`src/rtl/spi_frame_pkg.sv`:
```
package spi_frame_pkg;

    localparam int          FRAME_W  = 32;
    localparam int          ADDR_W   = 5;
    localparam int          DATA_W   = 16;
    localparam logic [7:0]  CRC_POLY = 8'h1D;
    localparam logic [7:0]  CRC_SEED = 8'hFF;
    localparam logic [1:0]  RS_FAULT = 2'b11;

    typedef enum logic [2:0] {
        ST_IDLE,
        ST_REQ,
        ST_GAP,
        ST_RSP,
        ST_TAIL
    } eng_state_e;

    // Inverted CRC-8 over the 24-bit frame body, MSB first
    function automatic logic [7:0] frame_crc(input logic [23:0] body);
        logic [7:0] c;
        c = CRC_SEED;
        for (int i = 23; i >= 0; i--) begin
            if (c[7] ^ body[i]) c = {c[6:0], 1'b0} ^ CRC_POLY;
            else                c = {c[6:0], 1'b0};
        end
        return ~c;
    endfunction

endpackage

```
`src/rtl/spi_gap_timer.sv`:
```
module spi_gap_timer #(
    parameter int CYCLES = 2000
) (
    input  logic clk,
    input  logic rst_n,
    input  logic arm,
    output logic expired
);
    localparam int CW = $clog2(CYCLES + 1);

    typedef struct packed {
        logic          run;
        logic [CW-1:0] cnt;
    } tmr_t;

    tmr_t tmr_d, tmr_q;

    always_comb begin
        tmr_d = tmr_q;
        if (arm) begin
            tmr_d.run = 1'b1;
            tmr_d.cnt = CW'(CYCLES - 1);
        end else if (tmr_q.run) begin
            if (tmr_q.cnt == '0) tmr_d.run = 1'b0;
            else                 tmr_d.cnt = tmr_q.cnt - 1'b1;
        end
    end

    always_ff @(posedge clk or negedge rst_n) begin
        if (!rst_n) tmr_q <= '0;
        else        tmr_q <= tmr_d;
    end

    assign expired = tmr_q.run && (tmr_q.cnt == '0);
endmodule

```
`src/rtl/spi_frame_shifter.sv`:
```
module spi_frame_shifter #(
    parameter int CLK_DIV = 4,
    parameter int FRAME_W = 32
) (
    input  logic               clk,
    input  logic               rst_n,
    input  logic               go,
    input  logic [FRAME_W-1:0] tx_word,
    input  logic               miso,
    output logic               sclk,
    output logic               mosi,
    output logic               fin,
    output logic [FRAME_W-1:0] rx_word
);
    localparam int DW = (CLK_DIV > 1) ? $clog2(CLK_DIV) : 1;
    localparam int BW = $clog2(FRAME_W);

    typedef struct packed {
        logic               active;
        logic               sclk;
        logic               fin;
        logic [DW-1:0]      div;
        logic [BW-1:0]      bits;
        logic [FRAME_W-1:0] tx;
        logic [FRAME_W-1:0] rx;
    } shf_t;

    shf_t s_d, s_q;

    always_comb begin
        s_d     = s_q;
        s_d.fin = 1'b0;
        if (!s_q.active) begin
            if (go) begin
                s_d.active = 1'b1;
                s_d.sclk   = 1'b0;
                s_d.div    = '0;
                s_d.bits   = '0;
                s_d.tx     = tx_word;
            end
        end else if (s_q.div == DW'(CLK_DIV - 1)) begin
            s_d.div = '0;
            if (!s_q.sclk) begin
                s_d.sclk = 1'b1;
                s_d.rx   = {s_q.rx[FRAME_W-2:0], miso};
            end else begin
                s_d.sclk = 1'b0;
                s_d.tx   = {s_q.tx[FRAME_W-2:0], 1'b0};
                if (s_q.bits == BW'(FRAME_W - 1)) begin
                    s_d.active = 1'b0;
                    s_d.fin    = 1'b1;
                end else begin
                    s_d.bits = s_q.bits + 1'b1;
                end
            end
        end else begin
            s_d.div = s_q.div + 1'b1;
        end
    end

    always_ff @(posedge clk or negedge rst_n) begin
        if (!rst_n) s_q <= '0;
        else        s_q <= s_d;
    end

    assign sclk    = s_q.sclk;
    assign mosi    = s_q.tx[FRAME_W-1];
    assign fin     = s_q.fin;
    assign rx_word = s_q.rx;
endmodule

```
`src/rtl/spi_frame_engine.sv`:
```
module spi_frame_engine
    import spi_frame_pkg::*;
#(
    parameter int CLK_DIV    = 4,
    parameter int GAP_CYCLES = 2000,
    parameter int OUT_W      = 32
) (
    input  logic              clk,
    input  logic              rst_n,
    input  logic              start,
    input  logic              wr_en,
    input  logic [4:0]        reg_addr,
    input  logic [15:0]       wr_data,
    output logic              busy,
    output logic              done,
    output logic [OUT_W-1:0]  rd_data,
    output logic              rd_valid,
    output logic              crc_err,
    output logic              dev_err,
    output logic              spi_sclk,
    output logic              spi_cs_n,
    output logic              spi_mosi,
    input  logic              spi_miso
);
    localparam int EXT_W = OUT_W - DATA_W;

    typedef struct packed {
        eng_state_e         st;
        logic               cs_n;
        logic               go;
        logic               arm;
        logic               done;
        logic [FRAME_W-1:0] tx;
        logic [FRAME_W-1:0] rsp;
        logic [OUT_W-1:0]   rdata;
        logic               rvalid;
        logic               crc_err;
        logic               dev_err;
    } eng_t;

    eng_t e_d, e_q;

    logic               shf_fin;
    logic [FRAME_W-1:0] shf_rx;
    logic               gap_done;
    logic [7:0]         req_op;
    logic [23:0]        req_body;
    logic               rsp_crc_ok;

    assign req_op     = {wr_en, reg_addr, 2'b00};
    assign req_body   = {req_op, wr_data};
    assign rsp_crc_ok = (e_q.rsp[7:0] == frame_crc(e_q.rsp[31:8]));

    always_comb begin
        e_d      = e_q;
        e_d.go   = 1'b0;
        e_d.arm  = 1'b0;
        e_d.done = 1'b0;
        unique case (e_q.st)
            ST_IDLE: if (start) begin
                e_d.tx   = {req_body, frame_crc(req_body)};
                e_d.go   = 1'b1;
                e_d.cs_n = 1'b0;
                e_d.st   = ST_REQ;
            end
            ST_REQ: if (shf_fin) begin
                e_d.cs_n = 1'b1;
                e_d.arm  = 1'b1;
                e_d.st   = ST_GAP;
            end
            ST_GAP: if (gap_done) begin
                e_d.tx   = '0;
                e_d.go   = 1'b1;
                e_d.cs_n = 1'b0;
                e_d.st   = ST_RSP;
            end
            ST_RSP: if (shf_fin) begin
                e_d.rsp  = shf_rx;
                e_d.cs_n = 1'b1;
                e_d.arm  = 1'b1;
                e_d.st   = ST_TAIL;
            end
            ST_TAIL: if (gap_done) begin
                e_d.rdata   = {{EXT_W{e_q.rsp[23]}}, e_q.rsp[23:8]};
                e_d.rvalid  = rsp_crc_ok;
                e_d.crc_err = !rsp_crc_ok;
                e_d.dev_err = rsp_crc_ok && (e_q.rsp[25:24] == RS_FAULT);
                e_d.done    = 1'b1;
                e_d.st      = ST_IDLE;
            end
            default: e_d.st = ST_IDLE;
        endcase
    end

    always_ff @(posedge clk or negedge rst_n) begin
        if (!rst_n) begin
            e_q      <= '0;
            e_q.st   <= ST_IDLE;
            e_q.cs_n <= 1'b1;
        end else begin
            e_q <= e_d;
        end
    end

    spi_frame_shifter #(
        .CLK_DIV (CLK_DIV),
        .FRAME_W (FRAME_W)
    ) u_shifter (
        .clk     (clk),
        .rst_n   (rst_n),
        .go      (e_q.go),
        .tx_word (e_q.tx),
        .miso    (spi_miso),
        .sclk    (spi_sclk),
        .mosi    (spi_mosi),
        .fin     (shf_fin),
        .rx_word (shf_rx)
    );

    spi_gap_timer #(
        .CYCLES (GAP_CYCLES)
    ) u_gap (
        .clk     (clk),
        .rst_n   (rst_n),
        .arm     (e_q.arm),
        .expired (gap_done)
    );

    assign busy     = (e_q.st != ST_IDLE);
    assign done     = e_q.done;
    assign rd_data  = e_q.rdata;
    assign rd_valid = e_q.rvalid;
    assign crc_err  = e_q.crc_err;
    assign dev_err  = e_q.dev_err;
    assign spi_cs_n = e_q.cs_n;
endmodule

```
`config.mk`:
```
export PLATFORM = sky130hd
export DESIGN_NAME = spi_frame_engine
export DESIGN_NICKNAME = d
export VERILOG_FILES = /design/src/rtl/spi_frame_pkg.sv /design/src/rtl/spi_gap_timer.sv /design/src/rtl/spi_frame_shifter.sv /design/src/rtl/spi_frame_engine.sv
export SDC_FILE = /design/constraint.sdc
export NUM_CORES = 1
export LEC_CHECK = 0
export BUFFER_PORTS_ARGS = -buffer_cell sky130_fd_sc_hd__clkbuf_2
export CAP_MARGIN = 20
export CORE_UTILIZATION = 60
export CTS_CLUSTER_DIAMETER = 150
export DETAILED_ROUTE_END_ITERATION = 10
export PLACE_DENSITY_LB_ADDON = 0.25
export REMOVE_ABC_BUFFERS = 1
export SLEW_MARGIN = 20
export SYNTH_ARGS = -nofsm -noshare
export SYNTH_HDL_FRONTEND = slang
export SYNTH_SLANG_ARGS = --single-unit
export TNS_END_PERCENT = 10
```
`constraint.sdc`:
```
create_clock -name clk -period 6.57 [get_ports clk]
set_input_delay 0.657 -clock clk [delete_from_list [all_inputs] [get_ports clk]]
set_output_delay 0.657 -clock clk [all_outputs]
set_load 0.02 [all_outputs]
```
==> flow_summary.html, run 1 <==
<table>
<tr><th>Metric</th><th>Value</th></tr>
<tr><th colspan="2">Run status</th></tr>
<tr><td>Run status</td><td>complete, no violations</td></tr>
<tr><th colspan="2">Floorplan</th></tr>
<tr><td>Die footprint</td><td>roughly 15000 sq um</td></tr>
<tr><td>Count of standard-cell rows</td><td>between 40 and 50</td></tr>
<tr><td>Initial standard-cell utilization of the core</td><td>61.9%</td></tr>
<tr><td>Die width</td><td>122 um</td></tr>
<tr><td>Height of the chip</td><td>122 um</td></tr>
<tr><td>Core ar.</td><td>14000 sq um</td></tr>
<tr><td># IOs</td><td>66</td></tr>
<tr><th colspan="2">STA</th></tr>
<tr><td>Final worst clock skew</td><td>~7.6 ps</td></tr>
<tr><td>Worst slew margin</td><td>between 20% and 30%</td></tr>
<tr><td>Tmin final</td><td>2980 ps</td></tr>
<tr><td>Final setup violation count</td><td>0</td></tr>
<tr><td>Share of the clock period used by the worst path</td><td>45.3%</td></tr>
<tr><td>Tightest Pin Transition</td><td>1110 ps</td></tr>
<tr><td>Final hold violations</td><td>0</td></tr>
<tr><td>Number of pins exceeding their max-slew limit in the final report</td><td>0</td></tr>
<tr><td>Setup repair after global routing missed its margin</td><td>false</td></tr>
<tr><td>Fmax</td><td>336 MHz</td></tr>
<tr><td>Total Negative Setup Slacks</td><td>0 ps</td></tr>
<tr><th colspan="2">Global routing</th></tr>
<tr><td>Number of antenna violations at the first check in global routing</td><td>0</td></tr>
<tr><td>Global-route usage over all layers</td><td>23.1%</td></tr>
<tr><td>Largest net degree at the start of global routing</td><td>96</td></tr>
<tr><td>Aggregate global routing overflow</td><td>0</td></tr>
<tr><td>Number of global-route vias before repair</td><td>5339</td></tr>
<tr><td>First-pass GRT wire length</td><td>26.3 mm</td></tr>
<tr><th colspan="2">Clock tree</th></tr>
<tr><td>Worst-case clock buffer depth</td><td>2</td></tr>
<tr><td>Number of buffers added for setup after CTS</td><td>0</td></tr>
<tr><td>Later-pin clock latency in the skew report</td><td>420 ps</td></tr>
<tr><td>CTS Root Cell</td><td>sky130_fd_sc_hd__clkbuf_16</td></tr>
<tr><td>Clock slew at reported path FFs</td><td>60 ps</td></tr>
<tr><td>Total number of H-tree levels</td><td>4</td></tr>
<tr><td>Number of sinks driven by the clock tree</td><td>approximately 170</td></tr>
<tr><td>Post-cts resize count</td><td>0</td></tr>
<tr><td>Cts-stage hold buffer count</td><td>0</td></tr>
<tr><td>Clock tree from TritonCTS</td><td>yes</td></tr>
<tr><td>CTS buffer count</td><td>17</td></tr>
<tr><th colspan="2">Route</th></tr>
<tr><td>Via Count</td><td>5363</td></tr>
<tr><td>DR DRC count</td><td>0</td></tr>
<tr><td>Average routed wire per standard cell</td><td>between 15 and 20 um</td></tr>
<tr><td>Iteration-0 DRC count of the detailed router</td><td>between 300 and 400</td></tr>
<tr><td>Number of iterations in the first detailed-routing pass</td><td>4</td></tr>
<tr><td>Post-route antenna net violation count</td><td>0</td></tr>
<tr><td>Drt total wl</td><td>roughly 15 mm</td></tr>
<tr><td>Routed via count divided by cell count</td><td>5.54</td></tr>
<tr><th colspan="2">Setup path</th></tr>
<tr><td>CP Launch Point</td><td>u_gap.tmr_q[5]</td></tr>
<tr><td>Required time of the critical path</td><td>6880 ps</td></tr>
<tr><td>Capture point of the worst path</td><td>e_q[88]</td></tr>
<tr><td>Register-to-register path setup slack</td><td>3590 ps</td></tr>
<tr><td>Crit-path max FO</td><td>31</td></tr>
<tr><td>R2r endpoint</td><td>e_q[88]</td></tr>
<tr><td>Startpoint of the worst register-to-register path</td><td>u_gap.tmr_q[5]</td></tr>
<tr><td>Worst setup path class</td><td>reg -&gt; reg</td></tr>
<tr><td>FF-to-FF path depth</td><td>6</td></tr>
<tr><td>Endpoint class of the critical path</td><td>flop</td></tr>
<tr><td>Critical Path Start Type</td><td>flop</td></tr>
<tr><td>Data arrival time of the critical path</td><td>approximately 3300 ps</td></tr>
<tr><th colspan="2">Final layout</th></tr>
<tr><td>Final-stage net count</td><td>about 810</td></tr>
<tr><td>Fraction of layout cells with a size suffix above 1</td><td>a little under a quarter</td></tr>
<tr><td>Final std cells w/o fill</td><td>a little under 1000</td></tr>
<tr><td>Area growth, synth to finish</td><td>10.3%</td></tr>
<tr><td>Number of inserted diodes</td><td>0</td></tr>
<tr><td>Number of fill cells</td><td>~1000</td></tr>
<tr><td>Multi-input gate area in the final layout</td><td>around 3900 sq um</td></tr>
<tr><td>Sequential standard cell area</td><td>roughly 4400 sq um</td></tr>
<tr><th colspan="2">Logic synthesis</th></tr>
<tr><td>Sequential fraction of the synthesis area</td><td>50.3%</td></tr>
<tr><td>Main area contributors after synthesis</td><td>sky130_fd_sc_hd__dfrtp_1 (50%), sky130_fd_sc_hd__xnor2_1 (9.5%), sky130_fd_sc_hd__mux2_2 (8.3%), sky130_fd_sc_hd__nand2_1 (4.1%), sky130_fd_sc_hd__a22o_1 (3.5%)</td></tr>
<tr><td>Leading cell types by count after synthesis</td><td>sky130_fd_sc_hd__dfrtp_1 (173), sky130_fd_sc_hd__nand2_1 (94), sky130_fd_sc_hd__xnor2_1 (94), sky130_fd_sc_hd__mux2_2 (64), sky130_fd_sc_hd__o21ai_0 (37)</td></tr>
<tr><td>Post-Syn Instances</td><td>around 760</td></tr>
<tr><td>Average instance area after synthesis</td><td>11.4 sq um</td></tr>
<tr><td>Top-area cell type share of the netlist area</td><td>50.0%</td></tr>
<tr><td>Leading register cell type out of synthesis</td><td>sky130_fd_sc_hd__dfrtp_1</td></tr>
<tr><td>Cell area after technology mapping</td><td>~8700 sq um</td></tr>
<tr><td>Post-synthesis cell type with the largest combined area</td><td>sky130_fd_sc_hd__dfrtp_1</td></tr>
<tr><td>Number of flops mapped to enable cells by yosys</td><td>0</td></tr>
<tr><td>Yosys Warn Count</td><td>0</td></tr>
<tr><td>Async SR Flop Fraction</td><td>100%</td></tr>
<tr><td>Count leader, synth</td><td>sky130_fd_sc_hd__dfrtp_1</td></tr>
<tr><td>Count of unique library cells instantiated by Yosys</td><td>49</td></tr>
<tr><td>FF+latch count, synth</td><td>174</td></tr>
<tr><th colspan="2">Placement</th></tr>
<tr><td>Routability-driven placement congestion ratio</td><td>0.843</td></tr>
<tr><td>Number of placed instances with taps included</td><td>935</td></tr>
<tr><td>Number of buffers inserted by port buffering</td><td>65</td></tr>
<tr><td>Half-perimeter wire length of the detailed placement result</td><td>approximately 10 mm</td></tr>
<tr><th colspan="2">Pwr</th></tr>
<tr><td>Power consumption</td><td>0.00296 W</td></tr>
<tr><td>Pwr per Cell Area</td><td>310 nW/um^2</td></tr>
<tr><td>Max IR drop VDD</td><td>approximately 0.00027 V</td></tr>
<tr><td>Leak</td><td>roughly 4.6 nW</td></tr>
<tr><th colspan="2">Hold path</th></tr>
<tr><td>Type of the worst min-delay path</td><td>in -&gt; async</td></tr>
<tr><th colspan="2">Run</th></tr>
<tr><td>Number of maximum-capacitance violations</td><td>0</td></tr>
</table>
-- per-layer routing --
metal	global-route usage, %	wire (um)
met4	9.83	327
met2	37.7	7640
met3	4.03	539
met1	30.4	6990
met5	0	0
-- worst max-delay path, cell delays in order, from the launching register on --
cell and delay (ps):
sky130_fd_sc_hd__dfrtp_1 400, sky130_fd_sc_hd__nor3_1 350, sky130_fd_sc_hd__nor3b_1 450, sky130_fd_sc_hd__and4b_1 340, sky130_fd_sc_hd__mux2i_1 110, sky130_fd_sc_hd__or3_1 760, sky130_fd_sc_hd__a22o_1 420
-- logic make-up (layout without fill, tap and decap cells) --
group | Yosys count | after routing | synth area share (%)
mux | 68 | 68 | 8.85
xor+xnor | 144 | 144 | 17.2
fa+ha+maj | 4 | 4 | 0.578
flops | 174 | 174 | 50.3
buf+inv | 77 | 108 | 4.78
compound gates | 119 | 119 | 9.05
simple gates | 171 | 171 | 9.24
-- final cells by class --
class,count,share of cell area [%]
flip-flops and latches,174,45.6
multi-input cells,506,40.9
clock buffers,22,5.07
repair buffers,71,4.15
well taps,180,2.36
clock inverters,10,1.66
inverters,5,0.197
-- worst min path at each step --
stage          cells after the start              to        from  slack, ps
3_5_place_dp                       2      rd_data[5]  rd_data[5]        460
2_1_floorplan                      0         crc_err       rst_n        360
5_1_grt                            1         e_q[52]       rst_n        390
4_1_cts                            1      rd_data[9]       rst_n        360
3_3_place_gp                       1  u_shifter.sclk    e_q[101]        460
6_report                           1      rd_data[9]       rst_n        310
-- layout by cell type (no fill, tap or decap), types with 4 or more instances in the layout --
| master | synthesis | final |
|---|---|---|
| sky130_fd_sc_hd__buf_4 | 32 | 5 |
| sky130_fd_sc_hd__ha_1 | 4 | 4 |
| sky130_fd_sc_hd__and3_1 | 4 | 4 |
| sky130_fd_sc_hd__dfrtp_1 | 173 | 172 |
| sky130_fd_sc_hd__clkbuf_2 | 2 | 64 |
| sky130_fd_sc_hd__inv_1 | 4 | 4 |
| sky130_fd_sc_hd__xnor2_1 | 94 | 94 |
| sky130_fd_sc_hd__clkbuf_16 | 0 | 17 |
| sky130_fd_sc_hd__a21oi_1 | 34 | 33 |
| sky130_fd_sc_hd__nor2_1 | 16 | 15 |
| sky130_fd_sc_hd__mux2_2 | 64 | 64 |
| sky130_fd_sc_hd__nand2_1 | 94 | 94 |
| sky130_fd_sc_hd__nor2b_1 | 32 | 32 |
| sky130_fd_sc_hd__xnor3_1 | 10 | 10 |
| sky130_fd_sc_hd__o21ai_0 | 37 | 37 |
| sky130_fd_sc_hd__a22o_1 | 35 | 35 |
| sky130_fd_sc_hd__bufinv_16 | 0 | 4 |
| sky130_fd_sc_hd__nand2b_1 | 8 | 8 |
| sky130_fd_sc_hd__clkbuf_8 | 0 | 4 |
| sky130_fd_sc_hd__xor2_1 | 34 | 34 |
-- flip-flops by register name, summed over array words and instances, names as in the netlist --
name	flops
rd_valid	1
u_shifter.s_q	39
spi_cs_n	1
u_shifter.rx_word	32
u_shifter.fin	1
done	1
rd_data	16
u_shifter.mosi	1
crc_err	1
u_gap.tmr_q	12
u_shifter.sclk	1
e_q	67
dev_err	1
-- metrics by stage --
stage                     hold WS [ps]  setup slack (ps)  util (%)  cell area, sq um
after global routing               391              3390      68.2              9550
after floorplan                    361              2220         -              8260
final                              308              3590      68.2              9550
after global placement             457              3490      63.4              8870
after CTS                          358              3620      68.0              9520
after detailed placement           463              3610      63.4              8870
-- power by group --
part           switching, W  internal, W  leakage (nW)
clock              0.000404     0.000676         0.312
combinational      0.000296     0.000272          1.95
sequential        0.0000977      0.00122          2.35
No activity file was read; power rests on OpenSTA's default activity.
==> inputs of run 2 (changes only) <==
clock period = 3 ns   (was 6.57 ns; I/O delays follow)
==> flow_summary.html, run 2 (synthesis results as in run 1) <==
<table>
<tr><th>Metric</th><th>Value</th></tr>
<tr><th colspan="2">Final layout</th></tr>
<tr><td>Utilization after layout</td><td>68.5% (+0.22 points)</td></tr>
<tr><td>Leading cell types in the layout, fill and taps excluded</td><td>sky130_fd_sc_hd__dfrtp_1 (171), sky130_fd_sc_hd__nand2_1 (94), sky130_fd_sc_hd__xnor2_1 (94)</td></tr>
<tr><td>Area growth, synth to finish</td><td>10.7%</td></tr>
<tr><td>Max FFs per register</td><td>67 (unchanged)</td></tr>
<tr><td>Leading cell type in the layout, fill and taps excluded</td><td>sky130_fd_sc_hd__dfrtp_1</td></tr>
<tr><td>Number of inserted diodes</td><td>0 (unchanged)</td></tr>
<tr><td>Final-stage net count</td><td>812 (+0.87%)</td></tr>
<tr><td>Fraction of layout cells with a size suffix above 1</td><td>23.4% (+0.43 points)</td></tr>
<tr><td>Reg with most FFs</td><td>e_q</td></tr>
<tr><th colspan="2">Setup path</th></tr>
<tr><td>Required time of the critical path</td><td>3330 ps (-3550 ps)</td></tr>
<tr><td>Cell family with the largest share of critical-path delay</td><td>XOR/XNOR gates</td></tr>
<tr><td>Crit-path max FO</td><td>4 (-87%)</td></tr>
<tr><td>Bufs and invs on worst path</td><td>0 (unchanged)</td></tr>
<tr><td>Cells along the critical path</td><td>xnor3_1 &gt; xor2_1 &gt; xnor2_1 &gt; xnor3_1 &gt; or2_0 &gt; mux2_4 &gt; a2bb2oi_2 &gt; o31ai_2</td></tr>
<tr><td>Critical Path Slowest Stage Cell</td><td>sky130_fd_sc_hd__xnor3_1</td></tr>
<tr><td>Data arrival time of the critical path</td><td>3190 ps (-100 ps)</td></tr>
<tr><td>Maximum single-stage delay on the critical path</td><td>470 ps (-290 ps)</td></tr>
<tr><td>Endpoint class of the critical path</td><td>flop</td></tr>
<tr><td>Critical Path Start Type</td><td>flop</td></tr>
<tr><td>Cell repeated most along the worst path</td><td>sky130_fd_sc_hd__xnor3_1</td></tr>
<tr><td>Worst setup path class</td><td>reg -&gt; reg</td></tr>
<tr><th colspan="2">STA</th></tr>
<tr><td>Tmin final</td><td>2860 ps (-119 ps)</td></tr>
<tr><td>Number of pins exceeding their max-slew limit in the final report</td><td>0 (unchanged)</td></tr>
<tr><td>Fmax</td><td>350 MHz (+4.2%)</td></tr>
<tr><td>Final hold violations</td><td>0 (unchanged)</td></tr>
<tr><td>Tightest Pin Transition</td><td>597 ps (-513 ps)</td></tr>
<tr><td>Worst slew margin</td><td>59.9% (+34 points)</td></tr>
<tr><td>Share of the clock period used by the worst path</td><td>95.3% (+50 points)</td></tr>
<tr><td>Total Negative Setup Slacks</td><td>0 ps (unchanged)</td></tr>
<tr><td>Setup repair after global routing missed its margin</td><td>false</td></tr>
<tr><td>Final worst clock skew</td><td>7.13 ps (-0.469 ps)</td></tr>
<tr><td>Final setup violation count</td><td>0 (unchanged)</td></tr>
<tr><td>Worst Hold Margin</td><td>119 ps (-188 ps)</td></tr>
<tr><th colspan="2">Placement</th></tr>
<tr><td>Number of buffers inserted by port buffering</td><td>65 (unchanged)</td></tr>
<tr><td>Half-perimeter wire length of the detailed placement result</td><td>10.8 mm (+3.6%)</td></tr>
<tr><td>Routability-driven placement congestion ratio</td><td>0.845 (+0.23%)</td></tr>
<tr><th colspan="2">Global routing</th></tr>
<tr><td>Routing usage on met2</td><td>39.5% (+1.8 points)</td></tr>
<tr><td>First-pass GRT wire length</td><td>26.5 mm (+0.68%)</td></tr>
<tr><td>Global-route usage over all layers</td><td>23.3% (+0.26 points)</td></tr>
<tr><td>Number of global-route vias before repair</td><td>5389 (+0.94%)</td></tr>
<tr><td>Routing usage on met1</td><td>30.1% (-0.35 points)</td></tr>
<tr><td>Aggregate global routing overflow</td><td>0 (unchanged)</td></tr>
<tr><td>Number of antenna violations at the first check in global routing</td><td>0 (unchanged)</td></tr>
<tr><td>Global routing met3 resource utilization</td><td>5.15% (+1.1 points)</td></tr>
<tr><td>Most heavily used metal layer in global routing</td><td>met2</td></tr>
<tr><td>Largest net degree at the start of global routing</td><td>67 (-30%)</td></tr>
<tr><th colspan="2">Pwr</th></tr>
<tr><td>Max IR drop VDD</td><td>0.000413 V (+55%)</td></tr>
<tr><td>Power consumption</td><td>0.00643 W (+120%)</td></tr>
<tr><td>Pwr per Cell Area</td><td>671 nW/um^2 (+120%)</td></tr>
<tr><td>Leak</td><td>4.63 nW (+0.38%)</td></tr>
<tr><th colspan="2">Floorplan</th></tr>
<tr><td>Height of the chip</td><td>122 um (unchanged)</td></tr>
<tr><td>Core ar.</td><td>14000 sq um (unchanged)</td></tr>
<tr><td># IOs</td><td>66 (unchanged)</td></tr>
<tr><td>Initial standard-cell utilization of the core</td><td>61.9% (unchanged)</td></tr>
<tr><td>Count of standard-cell rows</td><td>43 (unchanged)</td></tr>
<tr><td>Die width</td><td>122 um (unchanged)</td></tr>
<tr><td>Die footprint</td><td>14900 sq um (unchanged)</td></tr>
<tr><th colspan="2">Route</th></tr>
<tr><td>Average routed wire per standard cell</td><td>16.2 um (+1.4%)</td></tr>
<tr><td>Number of iterations in the first detailed-routing pass</td><td>4 (unchanged)</td></tr>
<tr><td>DR DRC count</td><td>0 (unchanged)</td></tr>
<tr><td>Via Count</td><td>5371 (+0.15%)</td></tr>
<tr><td>Iteration-0 DRC count of the detailed router</td><td>263 (-18%)</td></tr>
<tr><td>Drt total wl</td><td>15.8 mm (+2.1%)</td></tr>
<tr><td>Post-route antenna net violation count</td><td>0 (unchanged)</td></tr>
<tr><td>Routed via count divided by cell count</td><td>5.51 (-0.57%)</td></tr>
<tr><th colspan="2">Run</th></tr>
<tr><td>Number of maximum-capacitance violations</td><td>0 (unchanged)</td></tr>
<tr><th colspan="2">Clock tree</th></tr>
<tr><td>Clock tree from TritonCTS</td><td>yes</td></tr>
<tr><td>Number of buffers added for setup after CTS</td><td>0 (unchanged)</td></tr>
<tr><td>CTS Root Cell</td><td>sky130_fd_sc_hd__clkbuf_16</td></tr>
<tr><td>Clock slew at reported path FFs</td><td>60 ps (about the same)</td></tr>
<tr><td>Number of sinks driven by the clock tree</td><td>174 (unchanged)</td></tr>
<tr><td>CTS buffer count</td><td>17 (unchanged)</td></tr>
<tr><td>Later-pin clock latency in the skew report</td><td>420 ps (about the same)</td></tr>
<tr><td>Worst-case clock buffer depth</td><td>2 (unchanged)</td></tr>
<tr><td>Total number of H-tree levels</td><td>4 (unchanged)</td></tr>
<tr><th colspan="2">Hold path</th></tr>
<tr><td>Type of the worst min-delay path</td><td>in -&gt; reg</td></tr>
<tr><th colspan="2">Run status</th></tr>
<tr><td>Run status</td><td>complete, no violations</td></tr>
</table>
[run 2: final cells by class]
class | count | area, sq um
multi-input combinational | 506 | 3910
fill | 1030 | 4410
clock inverter | 10 | 160
clock buffer | 22 | 464
tap | 180 | 225
sequential | 174 | 4360
inverter | 5 | 18.8
timing repair buffer | 78 | 444
[run 2: metrics by stage]
| stage | instance area (sq um) | instances | worst slack, ps |
|---|---|---|---|
| finish | 9580 | 975 | 141 |
| global route | 9580 | 975 | 12.5 |
| CTS | 9570 | 975 | 41.8 |
| detailed placement | 8930 | 942 | 92.4 |
| global placement | 8930 | 942 | 194 |
| floorplan | 8260 | 685 | -1350 |
[run 2: what timing repair did]
| action | 4_1_cts | 5_1_grt |
|---|---|---|
| hold buffers | 1 | 0 |
| endpoints found under the hold margin | 52 | 0 |
| setup endpoints to repair | 0 | 1 |
| gates resized for setup | 0 | 3 |
[run 2: final timing paths]
kind / from / end / slack, ps / depth (start not counted)
min: spi_miso / u_shifter.rx_word[0] / 120 / 2
max reg2reg: e_q[63] / dev_err / 140 / 8
min reg2reg: rd_data[12] / rd_data[12] / 480 / 2
min in group asynchronous: rst_n / u_gap.tmr_q[6] / 390 / 2
max in group asynchronous: rst_n / e_q[61] / 1790 / 3
max: e_q[63] / dev_err / 140 / 8
[run 2: report_power, final]
part           switching (W)  internal (W)
Combinational       0.000646      0.000602
Clock               0.000879       0.00144
Sequential          0.000202       0.00266
[run 2: routing by layer]
layer | vias to the layer above | part of all wire, %
li1 | 2567 | -
met1 | 2671 | 45
met2 | 115 | 50
met3 | 18 | 3.6
met4 | 0 | 1.2
met5 | - | 0
==> inputs of run 3 (changes only) <==
PLACE_DENSITY = 0.8   (was not set)
PLACE_DENSITY_LB_ADDON = not set   (was 0.25)
==> flow_summary.html, run 3 (synthesis results as in run 1) <==
<table>
<tr><th>Metric</th><th>Value</th></tr>
<tr><th colspan="2">Run status</th></tr>
<tr><td>Run status</td><td>complete, no violations</td></tr>
<tr><th colspan="2">Pwr</th></tr>
<tr><td>Max IR drop VDD</td><td>0.000458 V (+11%)</td></tr>
<tr><td>Relative contribution of the clock network to total power</td><td>35.7% (-0.3 points)</td></tr>
<tr><td>Leak</td><td>4.63 nW (about the same)</td></tr>
<tr><td>Power consumption</td><td>0.00642 W (-0.16%)</td></tr>
<tr><td>Net switching fraction of the power</td><td>27.1% (+0.27 points)</td></tr>
<tr><td>Pwr per Cell Area</td><td>670 nW/um^2 (-0.19%)</td></tr>
<tr><td>Portion of total power attributed to combinational logic</td><td>19.6% (+0.2 points)</td></tr>
<tr><td>P_int</td><td>0.00468 W (-0.53%)</td></tr>
<tr><td>Share of total power in sequential cells</td><td>44.7% (+0.2 points)</td></tr>
<tr><td>Switch Pwr</td><td>0.00174 W (+0.83%)</td></tr>
<tr><th colspan="2">Global routing</th></tr>
<tr><td>Largest net degree at the start of global routing</td><td>90 (+34%)</td></tr>
<tr><td>Number of global-route vias before repair</td><td>5576 (+3.5%)</td></tr>
<tr><td>Number of antenna violations at the first check in global routing</td><td>0 (unchanged)</td></tr>
<tr><td>Aggregate global routing overflow</td><td>0 (unchanged)</td></tr>
<tr><td>First-pass GRT wire length</td><td>27.2 mm (+2.6%)</td></tr>
<tr><td>Global-route usage over all layers</td><td>23.7% (+0.42 points)</td></tr>
<tr><th colspan="2">Placement</th></tr>
<tr><td>Number of placed instances with taps included</td><td>941 (-0.11%)</td></tr>
<tr><td>Half-perimeter wire length of the detailed placement result</td><td>10.7 mm (-1.3%)</td></tr>
<tr><td>Routability-driven placement congestion ratio</td><td>0.892 (+5.6%)</td></tr>
<tr><td>Number of buffers inserted by port buffering</td><td>65 (unchanged)</td></tr>
<tr><td>Worst-case setup slack after placement</td><td>88.2 ps (-4.20 ps)</td></tr>
<tr><th colspan="2">Clock tree</th></tr>
<tr><td>Worst-case clock buffer depth</td><td>2 (unchanged)</td></tr>
<tr><td>Number of sinks driven by the clock tree</td><td>174 (unchanged)</td></tr>
<tr><td>CTS Root Cell</td><td>sky130_fd_sc_hd__clkbuf_16</td></tr>
<tr><td>Clock slew at reported path FFs</td><td>60 ps (about the same)</td></tr>
<tr><td>CTS buffer count</td><td>17 (unchanged)</td></tr>
<tr><td>Clock tree from TritonCTS</td><td>yes</td></tr>
<tr><td>Total number of H-tree levels</td><td>4 (unchanged)</td></tr>
<tr><td>Later-pin clock latency in the skew report</td><td>430 ps (about the same)</td></tr>
<tr><th colspan="2">Final layout</th></tr>
<tr><td>Leading cell types in the layout, fill and taps excluded</td><td>sky130_fd_sc_hd__dfrtp_1 (171), sky130_fd_sc_hd__nand2_1 (94), sky130_fd_sc_hd__xnor2_1 (93)</td></tr>
<tr><td>Area growth, synth to finish</td><td>10.7% (about the same)</td></tr>
<tr><td>Reg with most FFs</td><td>e_q</td></tr>
<tr><td>Leading cell type in the layout, fill and taps excluded</td><td>sky130_fd_sc_hd__dfrtp_1</td></tr>
<tr><td>Final-stage net count</td><td>811 (-0.12%)</td></tr>
<tr><td>Fraction of layout cells with a size suffix above 1</td><td>23.3% (-0.067 points)</td></tr>
<tr><td>Final std cells w/o fill</td><td>973 (-0.21%)</td></tr>
<tr><td>Max FFs per register</td><td>67 (unchanged)</td></tr>
<tr><td>Number of inserted diodes</td><td>0 (unchanged)</td></tr>
<tr><th colspan="2">Setup path</th></tr>
<tr><td>Register-to-register path setup slack</td><td>130 ps (-20 ps)</td></tr>
<tr><td>Required time of the critical path</td><td>3330 ps (about the same)</td></tr>
<tr><td>Crit-path max FO</td><td>6 (+2)</td></tr>
<tr><td>Worst setup path class</td><td>reg -&gt; reg</td></tr>
<tr><td>Maximum single-stage delay on the critical path</td><td>470 ps (about the same)</td></tr>
<tr><td>Cells along the critical path</td><td>xnor3_2 &gt; xnor3_2 &gt; xor2_2 &gt; xnor3_1 &gt; or2_0 &gt; mux2_4 &gt; a2bb2oi_2 &gt; o31ai_2</td></tr>
<tr><td>Data arrival time of the critical path</td><td>3210 ps (+20 ps)</td></tr>
<tr><td>Critical Path Slowest Stage Cell</td><td>sky130_fd_sc_hd__dfrtp_2</td></tr>
<tr><td>Endpoint class of the critical path</td><td>flop</td></tr>
<tr><td>Critical Path Start Type</td><td>flop</td></tr>
<tr><td>Cell repeated most along the worst path</td><td>sky130_fd_sc_hd__xnor3_2</td></tr>
<tr><th colspan="2">STA</th></tr>
<tr><td>Setup repair after global routing missed its margin</td><td>false</td></tr>
<tr><td>Final hold violations</td><td>0 (unchanged)</td></tr>
<tr><td>Final setup slack of the worst path</td><td>126 ps (-15.8 ps)</td></tr>
<tr><td>Total Negative Setup Slacks</td><td>0 ps (unchanged)</td></tr>
<tr><td>Fmax</td><td>348 MHz (-0.55%)</td></tr>
<tr><td>Final worst clock skew</td><td>7.94 ps (+0.802 ps)</td></tr>
<tr><td>Final setup violation count</td><td>0 (unchanged)</td></tr>
<tr><td>Tightest Pin Transition</td><td>799 ps (+202 ps)</td></tr>
<tr><td>Tmin final</td><td>2870 ps (+15.8 ps)</td></tr>
<tr><td>Share of the clock period used by the worst path</td><td>95.8% (+0.53 points)</td></tr>
<tr><td>Number of pins exceeding their max-slew limit in the final report</td><td>0 (unchanged)</td></tr>
<tr><td>Worst slew margin</td><td>46.7% (-13 points)</td></tr>
<tr><th colspan="2">Route</th></tr>
<tr><td>Iteration-0 DRC count of the detailed router</td><td>269 (+2.3%)</td></tr>
<tr><td>Average routed wire per standard cell</td><td>16.4 um (+1.0%)</td></tr>
<tr><td>Routed via count divided by cell count</td><td>5.51 (about the same)</td></tr>
<tr><td>Drt total wl</td><td>16.0 mm (+0.82%)</td></tr>
<tr><td>Number of iterations in the first detailed-routing pass</td><td>4 (unchanged)</td></tr>
<tr><td>Via Count</td><td>5359 (-0.22%)</td></tr>
<tr><td>Post-route antenna net violation count</td><td>0 (unchanged)</td></tr>
<tr><td>DR DRC count</td><td>0 (unchanged)</td></tr>
<tr><th colspan="2">Floorplan</th></tr>
<tr><td>Initial standard-cell utilization of the core</td><td>61.9% (unchanged)</td></tr>
<tr><td># IOs</td><td>66 (unchanged)</td></tr>
<tr><td>Height of the chip</td><td>122 um (unchanged)</td></tr>
<tr><td>Die width</td><td>122 um (unchanged)</td></tr>
<tr><td>Die footprint</td><td>14900 sq um (unchanged)</td></tr>
<tr><td>Count of standard-cell rows</td><td>43 (unchanged)</td></tr>
<tr><td>Core ar.</td><td>14000 sq um (unchanged)</td></tr>
<tr><th colspan="2">Hold path</th></tr>
<tr><td>Type of the worst min-delay path</td><td>in -&gt; reg</td></tr>
<tr><th colspan="2">Run</th></tr>
<tr><td>Number of maximum-capacitance violations</td><td>0 (unchanged)</td></tr>
</table>
run 3: changes by cell type in the layout (fill, tap and decap cells not counted):
| cell | change |
|---|---|
| sky130_fd_sc_hd__xnor2_2 | +1 |
| sky130_fd_sc_hd__clkbuf_8 | -1 |
| sky130_fd_sc_hd__buf_4 | -2 |
| sky130_fd_sc_hd__clkinv_4 | +2 |
| sky130_fd_sc_hd__buf_12 | +1 |
| sky130_fd_sc_hd__clkinv_2 | -1 |
| sky130_fd_sc_hd__inv_6 | -1 |
| sky130_fd_sc_hd__xnor2_1 | -1 |
run 3: path summary, 6_finish.rpt:
path / end / startpoint / cells after the start
max: dev_err / e_q[58] / 8
min: u_shifter.rx_word[0] / spi_miso / 2
max reg2reg: dev_err / e_q[58] / 8
min reg2reg: rd_data[9] / rd_data[9] / 2
max in group asynchronous: spi_cs_n / rst_n / 3
min in group asynchronous: rd_data[8] / rst_n / 2
run 3: worst max-delay path, delay by kind of cell (launching register included):
kind                      cells  cell delay (ps)
and+or+nand+nor               1              240
xor gates and xnor gates      4             1410
DFF                           1              470
AOI/OAI and AO/OA             2              390
muxes                         1              270
run 3: routing by layer:
metal	track usage [%]	part of all wire (%)	vias to the layer above
li1	-	-	2556
met1	30.3	44	2661
met2	40.0	51	122
met3	5.57	4.0	20
met4	7.77	1.6	0
met5	0	0	-
run 3: power by group through the flow:
stage	Combinational, W	Clock [W]	Sequential, W
4_1_cts	0.00128	0.00233	0.00287
6_report	0.00126	0.00229	0.00287
5_1_grt	0.00140	0.00245	0.00291
3_3_place_gp	0.00121	0	0.00288
2_1_floorplan	0.000953	0	0.00285
3_5_place_dp	0.00127	0	0.00290
run 3: what timing repair did:
item                                    4_1_cts  5_1_grt
hold buffers                                  1        0
hold endpoints to repair                     87        0
buffers inserted                              0        0
endpoints found under the setup margin        0        2
gates resized for setup                       0        4
run 3: cell type report:
| cell class | instances | area [sq um] |
|---|---|---|
| Fill cell | 991 | 4410 |
| Sequential cell | 174 | 4360 |
| Multi-Input combinational cell | 506 | 3920 |
| Clock buffer | 21 | 450 |
| Timing Repair Buffer | 77 | 449 |
| Tap cell | 180 | 225 |
| Clock inverter | 10 | 164 |
| Inverter | 5 | 18.8 |
run 3: stage by stage:
step / cell area, sq um / util, % / hold slack, ps
5_1_grt: 9580 / 68.5 / 103
3_5_place_dp: 8940 / 63.9 / 416
6_report: 9580 / 68.5 / 117
2_1_floorplan: 8260 / - / 4.41
3_3_place_gp: 8940 / 63.9 / 412
4_1_cts: 9560 / 68.4 / 96.6
